$ cat config.mk
export PLATFORM = sky130hd
export DESIGN_NAME = spi_boot_copier
export DESIGN_NICKNAME = d
export VERILOG_FILES = /design/src/rtl/spi_boot_pkg.sv /design/src/rtl/spi_boot_tick.sv /design/src/rtl/spi_boot_shifter.sv /design/src/rtl/spi_boot_seq.sv /design/src/rtl/spi_boot_copier.sv
export SDC_FILE = /design/constraint.sdc
export NUM_CORES = 1
export LEC_CHECK = 0
export CORE_ASPECT_RATIO = 1.1
export CORE_MARGIN = 2
export CORE_UTILIZATION = 25
export CTS_CLUSTER_DIAMETER = 50
export DETAILED_ROUTE_END_ITERATION = 12
export PLACE_DENSITY = 0.52
export SLEW_MARGIN = 10
export SYNTH_ARGS = -nofsm -noshare
export SYNTH_HDL_FRONTEND = slang
export SYNTH_HIERARCHICAL = 1
export SYNTH_SLANG_ARGS = --single-unit
$ cat constraint.sdc
create_clock -name clk -period 1.97 [get_ports clk]
set_clock_uncertainty 0.05 [all_clocks]
set_input_delay 0.197 -clock clk [delete_from_list [all_inputs] [get_ports clk]]
set_output_delay 0.197 -clock clk [all_outputs]
set_load 0.02 [all_outputs]
$ cat src/rtl/spi_boot_pkg.sv
package spi_boot_pkg;
  typedef enum logic [2:0] {
    ST_START,
    ST_HDR,
    ST_DATA,
    ST_WRITE,
    ST_FIN,
    ST_OFF
  } boot_state_t;

  localparam logic [7:0] READ_OPCODE = 8'h03;
  localparam int HDR_BYTES = 4;
endpackage

$ cat src/rtl/spi_boot_tick.sv
module spi_boot_tick #(
  parameter int HALF_DIV = 2
) (
  input  logic clk,
  input  logic rst_n,
  input  logic run,
  output logic tick
);
  localparam int CW = (HALF_DIV > 1) ? $clog2(HALF_DIV) : 1;
  localparam logic [CW-1:0] TOP = CW'(HALF_DIV - 1);

  logic [CW-1:0] cnt;

  always_ff @(posedge clk or negedge rst_n) begin
    if (!rst_n) cnt <= '0;
    else if (!run || cnt == TOP) cnt <= '0;
    else cnt <= cnt + 1'b1;
  end

  assign tick = run && (cnt == TOP);
endmodule

$ cat src/rtl/spi_boot_shifter.sv
module spi_boot_shifter (
  input  logic       clk,
  input  logic       rst_n,
  input  logic       start,
  input  logic [7:0] tx_byte,
  input  logic       tick,
  input  logic       miso,
  output logic       sck,
  output logic       mosi,
  output logic [7:0] rx_byte,
  output logic       byte_done,
  output logic       active
);
  logic [7:0] sh_out;
  logic [2:0] bitn;

  always_ff @(posedge clk or negedge rst_n) begin
    if (!rst_n) begin
      active    <= 1'b0;
      sck       <= 1'b0;
      sh_out    <= '0;
      rx_byte   <= '0;
      bitn      <= '0;
      byte_done <= 1'b0;
    end else begin
      byte_done <= 1'b0;
      if (start) begin
        active <= 1'b1;
        sck    <= 1'b0;
        sh_out <= tx_byte;
        bitn   <= '0;
      end else if (active && tick) begin
        if (!sck) begin
          sck     <= 1'b1;
          rx_byte <= {rx_byte[6:0], miso};
        end else begin
          sck <= 1'b0;
          if (bitn == 3'd7) begin
            active    <= 1'b0;
            byte_done <= 1'b1;
          end else begin
            bitn   <= bitn + 1'b1;
            sh_out <= {sh_out[6:0], 1'b0};
          end
        end
      end
    end
  end

  assign mosi = sh_out[7];

  p_sck_only_active_r10: assert property (@(posedge clk) disable iff (!rst_n)
    !active |=> !sck || active);
endmodule

$ cat src/rtl/spi_boot_seq.sv
module spi_boot_seq
  import spi_boot_pkg::*;
#(
  parameter int ADDR_W    = 16,
  parameter int unsigned BASE = 'h0200,
  parameter int NBYTES    = 12
) (
  input  logic              clk,
  input  logic              rst_n,
  input  logic              boot_en,
  input  logic              byte_done,
  input  logic [7:0]        rx_byte,
  input  logic              mem_ready,
  output logic              start,
  output logic [7:0]        tx_byte,
  output logic              cs_n,
  output logic              mem_valid,
  output logic [ADDR_W-1:0] mem_addr,
  output logic [7:0]        mem_data,
  output logic              busy,
  output logic              done
);
  localparam int OW = (NBYTES > 0) ? (($clog2(NBYTES + 1) > 0) ? $clog2(NBYTES + 1) : 1) : 1;
  localparam logic [OW-1:0] LAST_OFF = OW'((NBYTES > 0) ? NBYTES - 1 : 0);
  localparam logic [1:0]    LAST_HDR = 2'(HDR_BYTES - 1);
  localparam logic [ADDR_W-1:0] BASE_A = ADDR_W'(BASE);
  localparam bit RUNNABLE = (NBYTES > 0);

  boot_state_t st;
  logic [1:0]    hdr_idx;
  logic [OW-1:0] off;

  always_ff @(posedge clk or negedge rst_n) begin
    if (!rst_n) begin
      st        <= ST_START;
      cs_n      <= 1'b1;
      start     <= 1'b0;
      tx_byte   <= '0;
      hdr_idx   <= '0;
      off       <= '0;
      mem_valid <= 1'b0;
      mem_data  <= '0;
    end else begin
      start <= 1'b0;
      case (st)
        ST_START: begin
          if (boot_en && RUNNABLE) begin
            cs_n    <= 1'b0;
            start   <= 1'b1;
            tx_byte <= READ_OPCODE;
            hdr_idx <= '0;
            st      <= ST_HDR;
          end else begin
            st <= ST_FIN;
          end
        end
        ST_HDR: begin
          if (byte_done) begin
            tx_byte <= '0;
            start   <= 1'b1;
            if (hdr_idx == LAST_HDR) st <= ST_DATA;
            else hdr_idx <= hdr_idx + 1'b1;
          end
        end
        ST_DATA: begin
          if (byte_done) begin
            mem_data  <= rx_byte;
            mem_valid <= 1'b1;
            st        <= ST_WRITE;
          end
        end
        ST_WRITE: begin
          if (mem_ready) begin
            mem_valid <= 1'b0;
            if (off == LAST_OFF) begin
              cs_n <= 1'b1;
              st   <= ST_FIN;
            end else begin
              off     <= off + 1'b1;
              start   <= 1'b1;
              tx_byte <= '0;
              st      <= ST_DATA;
            end
          end
        end
        ST_FIN:  st <= ST_OFF;
        default: st <= ST_OFF;
      endcase
    end
  end

  assign mem_addr = BASE_A + ADDR_W'(off);
  assign done     = (st == ST_FIN);
  assign busy     = (st != ST_FIN) && (st != ST_OFF);

  p_hold_beat_r3: assert property (@(posedge clk) disable iff (!rst_n)
    mem_valid && !mem_ready |=> mem_valid && $stable(mem_addr) && $stable(mem_data));
  p_done_pulse_r5: assert property (@(posedge clk) disable iff (!rst_n)
    done |=> !done);
  p_busy_low_r6: assert property (@(posedge clk) disable iff (!rst_n)
    done |-> !busy);
  p_cs_released_r4: assert property (@(posedge clk) disable iff (!rst_n)
    done |-> cs_n);
  p_no_busy_return_r6: assert property (@(posedge clk) disable iff (!rst_n)
    !busy |=> !busy);
endmodule

$ cat src/rtl/spi_boot_copier.sv
module spi_boot_copier #(
  parameter int ADDR_W     = 16,
  parameter int unsigned SRAM_BASE = 'h0200,
  parameter int COPY_BYTES = 12,
  parameter int SCK_HALF   = 2
) (
  input  logic              clk,
  input  logic              rst_n,
  input  logic              boot_en,
  output logic              spi_sck,
  output logic              spi_cs_n,
  output logic              spi_mosi,
  input  logic              spi_miso,
  output logic              mem_valid,
  input  logic              mem_ready,
  output logic [ADDR_W-1:0] mem_addr,
  output logic [7:0]        mem_data,
  output logic              busy,
  output logic              done
);
  logic       start;
  logic [7:0] tx_byte;
  logic       tick;
  logic       active;
  logic [7:0] rx_byte;
  logic       byte_done;

  spi_boot_seq #(
    .ADDR_W(ADDR_W),
    .BASE  (SRAM_BASE),
    .NBYTES(COPY_BYTES)
  ) u_seq (
    .clk      (clk),
    .rst_n    (rst_n),
    .boot_en  (boot_en),
    .byte_done(byte_done),
    .rx_byte  (rx_byte),
    .mem_ready(mem_ready),
    .start    (start),
    .tx_byte  (tx_byte),
    .cs_n     (spi_cs_n),
    .mem_valid(mem_valid),
    .mem_addr (mem_addr),
    .mem_data (mem_data),
    .busy     (busy),
    .done     (done)
  );

  spi_boot_tick #(.HALF_DIV(SCK_HALF)) u_tick (
    .clk  (clk),
    .rst_n(rst_n),
    .run  (active),
    .tick (tick)
  );

  spi_boot_shifter u_shift (
    .clk      (clk),
    .rst_n    (rst_n),
    .start    (start),
    .tx_byte  (tx_byte),
    .tick     (tick),
    .miso     (spi_miso),
    .sck      (spi_sck),
    .mosi     (spi_mosi),
    .rx_byte  (rx_byte),
    .byte_done(byte_done),
    .active   (active)
  );

  p_sck_idle_r10: assert property (@(posedge clk) disable iff (!rst_n)
    spi_cs_n |-> !spi_sck);
  p_no_sck_stall_r3: assert property (@(posedge clk) disable iff (!rst_n)
    mem_valid |-> !spi_sck);
endmodule

; ---- Word-level counts from Yosys, hierarchy flattened
; Index checks and enable logic that the tools add are counted.
[totals]
register_bits = 51
latchBits = 0
mem_bits_rw = 0
rom_bits = 0
in_bits = 5
out_inout_bits = 30
mem_count = 0
[op_classes]
add_sub_neg = 5
n_mul = 0
div = 0
magnitude_cmp = 0
eq_ne = 18
n_shift = 0
mux = 48
bitwise = 3
reduce_logical = 23
[ops]
columns = cell, n
row1 = 8-bit 2-to-1 mux, 8
row2 = 3-bit 2-to-1 mux, 10
row3 = 8-bit one-hot mux with 3 select lines, 1
row4 = 1-bit 2-to-1 mux, 21
row5 = 3-bit AND reduction, 5
row6 = 3-bit one-hot mux with 4 select lines, 1
row7 = 4-bit AND reduction, 3
row8 = 2-bit nonzero test, 6
row9 = "10-bit by 4-bit adder with 11-bit output, first input constant", 1
row10 = "2-bit inequality test, second input constant", 5
row11 = "2-bit by 1-bit inequality test with 1-bit output, second input constant", 4
row12 = "3-bit by 2-bit == test with 1-bit output, second input constant", 2
row13 = "3-bit == test, second input constant", 2
row14 = 2-bit 2-to-1 mux, 3
row15 = "3-bit inequality test, second input constant", 2
row16 = 5-bit AND reduction, 1
row17 = "4-bit by 1-bit adder with 4-bit output, second input constant", 1
row18 = "4-bit == test, second input constant", 1
row19 = 1-bit one-hot mux with 2 select lines, 2
row20 = 2-bit one-hot mux with 2 select lines, 1
row21 = "3-bit by 1-bit adder with 3-bit output, second input constant", 1
row22 = "3-bit by 1-bit == test with 1-bit output, second input constant", 1
row23 = 1-bit logical AND, 3
row24 = 3-bit zero test, 1
row25 = other kinds (9), 11

; ---- Logic depth before layout (Yosys ltp)
; Gate-level depths: netlist of run 1.
[depth]
ltp_word = 5
depth_mapped = 6

; ---- Hierarchy
; The synthesis of run 1 kept the hierarchy.
[by_module_without_submodules]
columns = mod, n_inst, cells_per_inst, area_each_um2, seq_area_each_um2
row1 = spi_boot_seq, 1, 106, 1166.1, 526.8
row2 = spi_boot_shifter, 1, 66, 1032.2, 550.5
row3 = spi_boot_tick, 1, 3, 41.3, 25.0

; ---- Worst setup path before layout of run 1
; Ideal clock, no wire load.
[synth_timing]
path_kind = register to register
startpoint = register u_shift.bitn[0]
endpoint = register u_shift.sh_out[1]
setup_time_ns = 0.125
t_arrival_ns = 1.507
t_required_ns = 1.795
slack_ns = 0.288
path_stages_with_launch = 7
synth_period_minus_slack_ns = 1.682
cell_sequence = dfrtp_1 -> ha_1 -> ha_1 -> nand4b_4 -> nor2b_4 -> buf_6 -> mux2_4
[synth_via]
elab_chain_len = 3
[synth_lines]
columns = item, line_no
row1 = start: declaration, spi_boot_shifter.sv:15  ; logic [2:0] bitn;
row2 = start signal: assignment, spi_boot_shifter.sv:42  ; bitn <= bitn + 1'b1;
row3 = 3-bit == test, spi_boot_shifter.sv:38  ; if (bitn == 3'd7) begin
row4 = 2-bit inequality test (no line), -
row5 = 3-bit AND reduction (no line), -
row6 = end signal: assignment, spi_boot_shifter.sv:30  ; sh_out <= tx_byte;
row7 = end signal: assignment, spi_boot_shifter.sv:43  ; sh_out <= {sh_out[6:0], 1'b0};
row8 = end: declaration, spi_boot_shifter.sv:14  ; logic [7:0] sh_out;
; Every way passes these cells.
; A chain may end at the register's enable or synchronous reset.

; ---- Worst setup path after layout of run 1
[layout_timing]
startpoint = register u_seq.st[1]
endpoint = output port busy
[layout_via]
elab_chain_len = 2
[layout_lines]
columns = item, line_no
row1 = start: declaration, spi_boot_seq.sv:29  ; boot_state_t st;
row2 = start signal: assignment, spi_boot_seq.sv:35  ; st <= ST_START;
row3 = start signal: assignment, spi_boot_seq.sv:52  ; st <= ST_HDR;
row4 = start signal: assignment, spi_boot_seq.sv:54  ; st <= ST_FIN;
row5 = 3-bit inequality test, spi_boot_seq.sv:94  ; assign busy = (st != ST_FIN) && (st != ST_OFF);
row6 = 1-bit logical AND *, spi_boot_seq.sv:94
row7 = end: declaration, spi_boot_copier.sv:18  ; output logic busy,
; Every way passes the cells marked *; elsewhere a longest branch is shown, timed or not.

==> results of run 1 <==
## layout make-up
| class | instances | area (sq um) |
|---|---|---|
| clock buffers | 5 | 68.8 |
| clock inverters | 3 | 46.3 |
| fillers | 908 | 6140 |
| inverters | 2 | 7.51 |
| multi-input cells | 119 | 988 |
| flip-flops and latches | 44 | 1100 |
| well taps | 114 | 143 |
| repair buffers | 29 | 285 |
## critical path: cells and delay by family, from the launching register on
family	cells	cell delay, ps
and+or+nand+nor	1	140
buffers and inverters	1	600
DFF	1	500
## routing by layer
| metal | up-vias | global-route usage | part of all wire |
|---|---|---|---|
| li1 | 618 | - | - |
| met5 | - | 0 | 0 |
| met3 | 2 | 0.0217 | 0.037 |
| met4 | 0 | 0.0201 | 0.0031 |
| met2 | 23 | 0.126 | 0.47 |
| met1 | 598 | 0.110 | 0.49 |
## repair_timing
item	in CTS	in global routing
hold endpoints to repair	19	0
hold buffers	1	0
setup buffers	0	0
endpoints found under the setup margin	0	2
gates resized for setup	0	2
## placed cells by master, fill, tap and decap left out, drive strengths merged, types with 2 or more instances in the layout
cell type and n:
nand2 9, xnor2 2, conb 18, dfrtp 43, nor2 11, nor2b 3, nand2b 3, clkbuf 5
inv 3, nor3 2, a22o 2, mux2 33, buf 7, a21oi 4, a21o 4, clkdlybuf4s50 20
nand3 3, xor2 2, nor3b 3, ha 4
## final timing paths
path                                               start                              to  depth (start not counted)
max                              u_seq/st[1]$_DFFE_PN0P_                            busy                          2
min                                                rst_n   u_shift/sh_out[7]$_DFFE_PN0P_                          2
max reg2reg                  u_shift/bitn[0]$_DFFE_PN0P_   u_shift/sh_out[3]$_DFFE_PN0P_                          5
min reg2reg                u_shift/sh_out[0]$_DFFE_PN0P_   u_shift/sh_out[0]$_DFFE_PN0P_                          1
max in group asynchronous                          rst_n  u_shift/rx_byte[3]$_DFFE_PN0P_                          3
min in group clk           u_shift/sh_out[0]$_DFFE_PN0P_   u_shift/sh_out[0]$_DFFE_PN0P_                          1
## cells by family after synthesis
group	Yosys count	synth area share
other	2	0.00335
multiplexers	34	0.196
AND/OR/NAND/NOR	45	0.133
AO/OA/AOI/OAI	14	0.0447
buffers and inverters	28	0.0933
XOR/XNOR	4	0.0156
adder cells (fa/ha/maj)	4	0.0223
flip-flops	44	0.492
## synth_stat cells, types with 2 or more instances
| cell | n |
|---|---|
| xor2_1 | 2 |
| mux2_2 | 15 |
| buf_2 | 3 |
| nand2b_1 | 3 |
| buf_6 | 2 |
| inv_1 | 2 |
| ha_1 | 4 |
| nand2_1 | 9 |
| dfrtp_1 | 43 |
| conb_1 | 2 |
| mux2_4 | 15 |
| nor2_1 | 10 |
| buf_4 | 20 |
| xnor2_1 | 2 |
| a21o_1 | 2 |
| nor3b_1 | 3 |
| nor2b_1 | 2 |
| mux2_1 | 3 |
| a21oi_1 | 4 |
| nand3_1 | 3 |
| a21o_2 | 2 |
## power breakdown
group / total, uW / switching (uW) / internal (uW) / leakage [uW]
clock: 707 / 325 / 382 / 0.0000548
sequential: 1180 / 125 / 1060 / 0.000568
combinational: 403 / 147 / 256 / 0.000649
total: 2290 / 597 / 1690 / 0.00127
## state kept, by name (all words and copies together), names as in the netlist, 2 cells and up
register	count
u_shift/rx_byte	8
u_seq/hdr_idx	2
u_seq/mem_data	8
u_shift/bitn	3
u_seq/st	3
u_shift/sh_out	8
u_seq/off	4
## per-stage QoR
step,setup slack [ps],hold slack [ps]
after global placement,281,158
after global routing,102,405
after detailed placement,246,163
after floorplan,288,-149
after CTS,26.8,384
final,195,354
==> metrics.md, run 1 <==
| Metric | Value |
|---|---|
| Type of the worst setup path | register to primary output |
| Top cells by area, synth | dfrtp_1 (48%), mux2_4 (10%), mux2_2 (7.5%) |
| Post-DR vias/cell | 3.93 |
| Post-layout min period | 1780 ps |
| Number of global-route vias before repair | 1,277 |
| Die Span X | 94.2 um |
| Initial core utilization | 0.255 |
| VDD IR max | 0.000281 V |
| Clock transition at path regs | 90 ps |
| Setup TNS | 0 ps |
| Synthesized instance count | 175 |
| Crit-path cells | nand2b_1, clkdlybuf4s50_1 |
| FF+latch count, synth | 44 |
| CP Capture Type | primary output |
| Register area share after synthesis | 0.492 |
| Critical Path AT | 1530 ps |
| Layout Utilization | 0.301 |
| WP data required | 1720 ps |
| Core area | 8780 sq um |
| 1st-pass router iterations | 2 |
| Async SR Flop Fraction | 1.00 |
| Chip Height | 103 um |
| Synth Area per Inst | 12.8 sq um |
| EDFF count, synth | 0 |
| RSZ-0062 raised after global routing | false |
| Final Cycle Share | 0.901 |
| Area growth syn-to-layout | 18.0% |
| Overall power | 2290 uW |
| Top cell type's share of synthesized area | 0.480 |
| Slew margin rel. | 0.642 |
| Largest area contributor in the netlist | dfrtp_1 |
| Synthesized area | 2240 sq um |
| GPL Wtd Cong | 0.768 |
| Critical path's slowest cell | clkdlybuf4s50_1 |
| Final non-filler cell total | 316 |
| Max Clk Rate | 563 MHz |
| # IOs | 35 |
| Routed Antenna Nets | 0 |
| Endpoints failing hold | 0 |
| Critical Path Source Type | register |
| Critical-path maximum fanout | 14 |
| Dpl cells | 307 |
| Vias | 1,241 |
| Total track usage | 0.0802 |
| Clk buf depth | 2 |
| Max Slew Vio Count | 0 |
| H-tree levels | 2 |
| Root buffer cell | clkbuf_8 |
| Leak | 0.00127 uW |
| First-pass GRT wire length | 6200 um |
| Fin area | 2640 sq um |
| DPL Wire Length | 2420 um |
| YS warnings | 6 |
| NumNets Final | 210 |
| TritonCTS clock tree | yes |
| Initial DRC Count | 40 |
| DRC | 0 |
| Max-cap violations | 0 |
| Synth cell types | 45 |
| Endpoints failing setup | 0 |
| Antenna diode count | 0 |
| Pwr dens | 867 nW/um^2 |
| Number of port buffers | 22 |
| Initial antenna violation count | 0 |
| Die ar. | 9730 sq um |
| Cell area after placement | 2510 sq um |
| CTS Sinks | 44 |
| Max incr delay on CP | 600 ps |
| Hold Path Class | input port to asynchronous set/reset pin |
| Total wire length | 3550 um |
| Worst Max-Slew Pin Slew | 537 ps |
| Status | finished clean |
| Routed wire per std cell | 11.2 um |
| Largest net degree at the start of global routing | 25 |
| Grt ovf | 0 |
| Synth Flop Type | dfrtp_1 |
| Number of buffers created by CTS | 5 |
| Worst-Skew Late Latency | 290 ps |
| Row count | 36 |
| Reg2reg setup slack | 230 ps |
| Layout cells sized above 1 | 0.282 |
No activity file was read; power rests on OpenSTA's default activity.
==> run 2, diff against run 1 <==
--- a/config.mk
+++ b/config.mk
@@ -10,6 +10,7 @@
 export CORE_UTILIZATION = 25
 export CTS_CLUSTER_DIAMETER = 50
 export DETAILED_ROUTE_END_ITERATION = 12
+export GPL_ROUTABILITY_DRIVEN = 0
 export PLACE_DENSITY = 0.52
 export SLEW_MARGIN = 10
 export SYNTH_ARGS = -nofsm -noshare
==> constraint.sdc (replaced) <==
create_clock -name clk -period 2.3 [get_ports clk]
set_clock_uncertainty 0.05 [all_clocks]
set_input_delay 0.23 -clock clk [delete_from_list [all_inputs] [get_ports clk]]
set_output_delay 0.23 -clock clk [all_outputs]
set_load 0.02 [all_outputs]
==> run 2 against run 1 <==
  * Core utilization shrank 0.57 points
  * Final area decreased by 1.9%
  * Die area did not move
  * Count of clock-buffer cells in the layout unchanged
  * Clock power fell by 16%
  * Sequential share of layout area rose by 0.76 points
  * Setup slack improved by 66 ps
  * First-iteration DRC count is 7.5% lower
  * Cell count decreased by 1.3%
  * Worst hold slack better by 36 ps
  * Register-to-register slack better by 310 ps
  * Sequential power decreased by 15%
  * Critical path type unchanged
==> metrics.md, run 2 (same netlist as run 1, synthesis figures left out) <==
| Metric | Value |
|---|---|
| Grt ovf | 0 |
| Fill cells | 926 |
| Row count | 36 |
| First-pass GRT wire length | 6000 um |
| Post-layout min period | 2040 ps |
| Layout cells sized above 1 | 0.263 |
| H-tree levels | 2 |
| PnR worst setup slack | 261 ps |
| Status | finished clean |
| Final Cycle Share | 0.887 |
| Largest net degree at the start of global routing | 22 |
| Routed Antenna Nets | 0 |
| Critical Path AT | 1760 ps |
| Post-CTS Setup Bufs | 0 |
| TritonCTS clock tree | yes |
| Type of the worst setup path | register to primary output |
| Clock transition at path regs | 90 ps |
| Post-DR vias/cell | 4.02 |
| Antenna diode count | 0 |
| Most common cell after layout, fill and taps aside | dfrtp_1 |
| Biggest regs | u_seq/mem_data (8), u_shift/rx_byte (8), u_shift/sh_out (8) |
| WP data required | 2020 ps |
| DRC | 0 |
| Commonest non-fill, non-tap cells in the layout | dfrtp_1 (43), clkdlybuf4s50_1 (21), conb_1 (18) |
| RSZ-0062 raised after global routing | false |
| P_int | 1440 uW |
| Chip Height | 103 um |
| NumNets Final | 206 |
| Area growth syn-to-layout | 15.8% |
| Max Clk Rate | 490 MHz |
| Worst Max-Slew Pin Slew | 658 ps |
| Max-cap violations | 0 |
| Slew margin rel. | 0.561 |
| Endpoints failing setup | 0 |
| Sw frac | 0.256 |
| Root buffer cell | clkbuf_8 |
| Die Span X | 94.2 um |
| Setup TNS | 0 ps |
| VDD IR max | 0.000238 V |
| Worst-Skew Late Latency | 290 ps |
| Initial antenna violation count | 0 |
| Busiest metal layer after global routing | met2 |
| Met3 usage | 0.0210 |
| Initial core utilization | 0.255 |
| Endpoints failing hold | 0 |
| CP Capture Type | primary output |
| Vias | 1,255 |
| Pwr dens | 748 nW/um^2 |
| 1st-pass router iterations | 4 |
| Met2 Usage GRT | 0.123 |
| Clock share of power | 0.305 |
| Total track usage | 0.0776 |
| Core area | 8780 sq um |
| Flop pwr share | 0.518 |
| Post-Place Worst Slack | 543 ps |
| DPL Wire Length | 2430 um |
| Number of global-route vias before repair | 1,262 |
| Max Slew Vio Count | 0 |
| Routed wire per std cell | 11.3 um |
| # resized after CTS | 0 |
| Total wire length | 3510 um |
| Comb power frac | 0.177 |
| M1 GR Usage | 0.104 |
| CTS Sinks | 44 |
| Critical Path Source Type | register |
| Critical-path maximum fanout | 13 |
| Reg area | 1100 sq um |
| Final Hold Slack | 389 ps |
| Initial DRC Count | 37 |
| Clk buf depth | 2 |
| Net Sw Power | 497 uW |
| Layout Utilization | 0.295 |
| # IOs | 35 |
| Number of buffers created by CTS | 5 |
| Leak | 0.00123 uW |
| Area of the multi-input gates | 988 sq um |
| Hold_buf cts | 1 |
| Die ar. | 9730 sq um |
| Number of port buffers | 22 |
| Hold Path Class | input port to asynchronous set/reset pin |
run 2: cell count changes in the layout (fill, tap and decap cells not counted):
cell             before  now
clkdlybuf4s50_1      20   21
dlymetal6s2s_1        1    0
dfrtp_2               1    0
buf_12                1    0
buf_4                 5    2
clkinv_2              0    1
inv_6                 1    0
dfrtp_1              42   43
run 2: worst paths after layout:
kind / startpoint / to / slack (ps) / depth (start not counted)
setup / recovery: u_seq/st[2]$_DFFE_PN0P_ / done / 260 / 2
hold / removal: rst_n / u_shift/active$_DFFE_PN0P_ / 390 / 2
setup reg to reg: u_seq/st[2]$_DFFE_PN0P_ / u_seq/mem_data[0]$_DFFE_PN0P_ / 540 / 2
hold reg to reg: u_shift/bitn[1]$_DFFE_PN0P_ / u_shift/bitn[1]$_DFFE_PN0P_ / 450 / 1
max in group asynchronous: rst_n / u_shift/rx_byte[4]$_DFFE_PN0P_ / 1260 / 3
min in group clk: u_shift/bitn[1]$_DFFE_PN0P_ / u_shift/bitn[1]$_DFFE_PN0P_ / 450 / 1
run 2: through the flow:
stage	cell area [sq um]	cells	power, uW
floorplan	2300	191	1290
global placement	2470	303	1360
detailed placement	2470	303	1370
CTS	2590	312	1970
global route	2590	312	2060
finish	2590	312	1940
run 2: power groups by stage:
| stage | registers, uW | logic [uW] | clock network, uW |
|---|---|---|---|
| 2_1_floorplan | 1010 | 278 | 0 |
| 3_3_place_gp | 1020 | 337 | 0 |
| 3_5_place_dp | 1020 | 348 | 0 |
| 4_1_cts | 1010 | 350 | 618 |
| 5_1_grt | 1030 | 378 | 650 |
| 6_report | 1000 | 343 | 592 |
run 2: critical path: stages, from the launching register on:
cell             delay, ps
dfrtp_1                590
nor3b_1                240
clkdlybuf4s50_1        640
run 2: routing by layer:
layer | vias up | routed length, um
li1 | 611 | -
met1 | 613 | 1670
met2 | 26 | 1640
met3 | 5 | 154
met4 | 0 | 44
met5 | - | 0
run 2: area by class of cell:
type	count	share of cell area
Multi-Input combinational cell	119	0.381
Timing Repair Buffer	25	0.0927
Clock buffer	5	0.0265
Clock inverter	3	0.0164
Sequential cell	44	0.425
Tap cell	114	0.0550
Inverter	2	0.00290
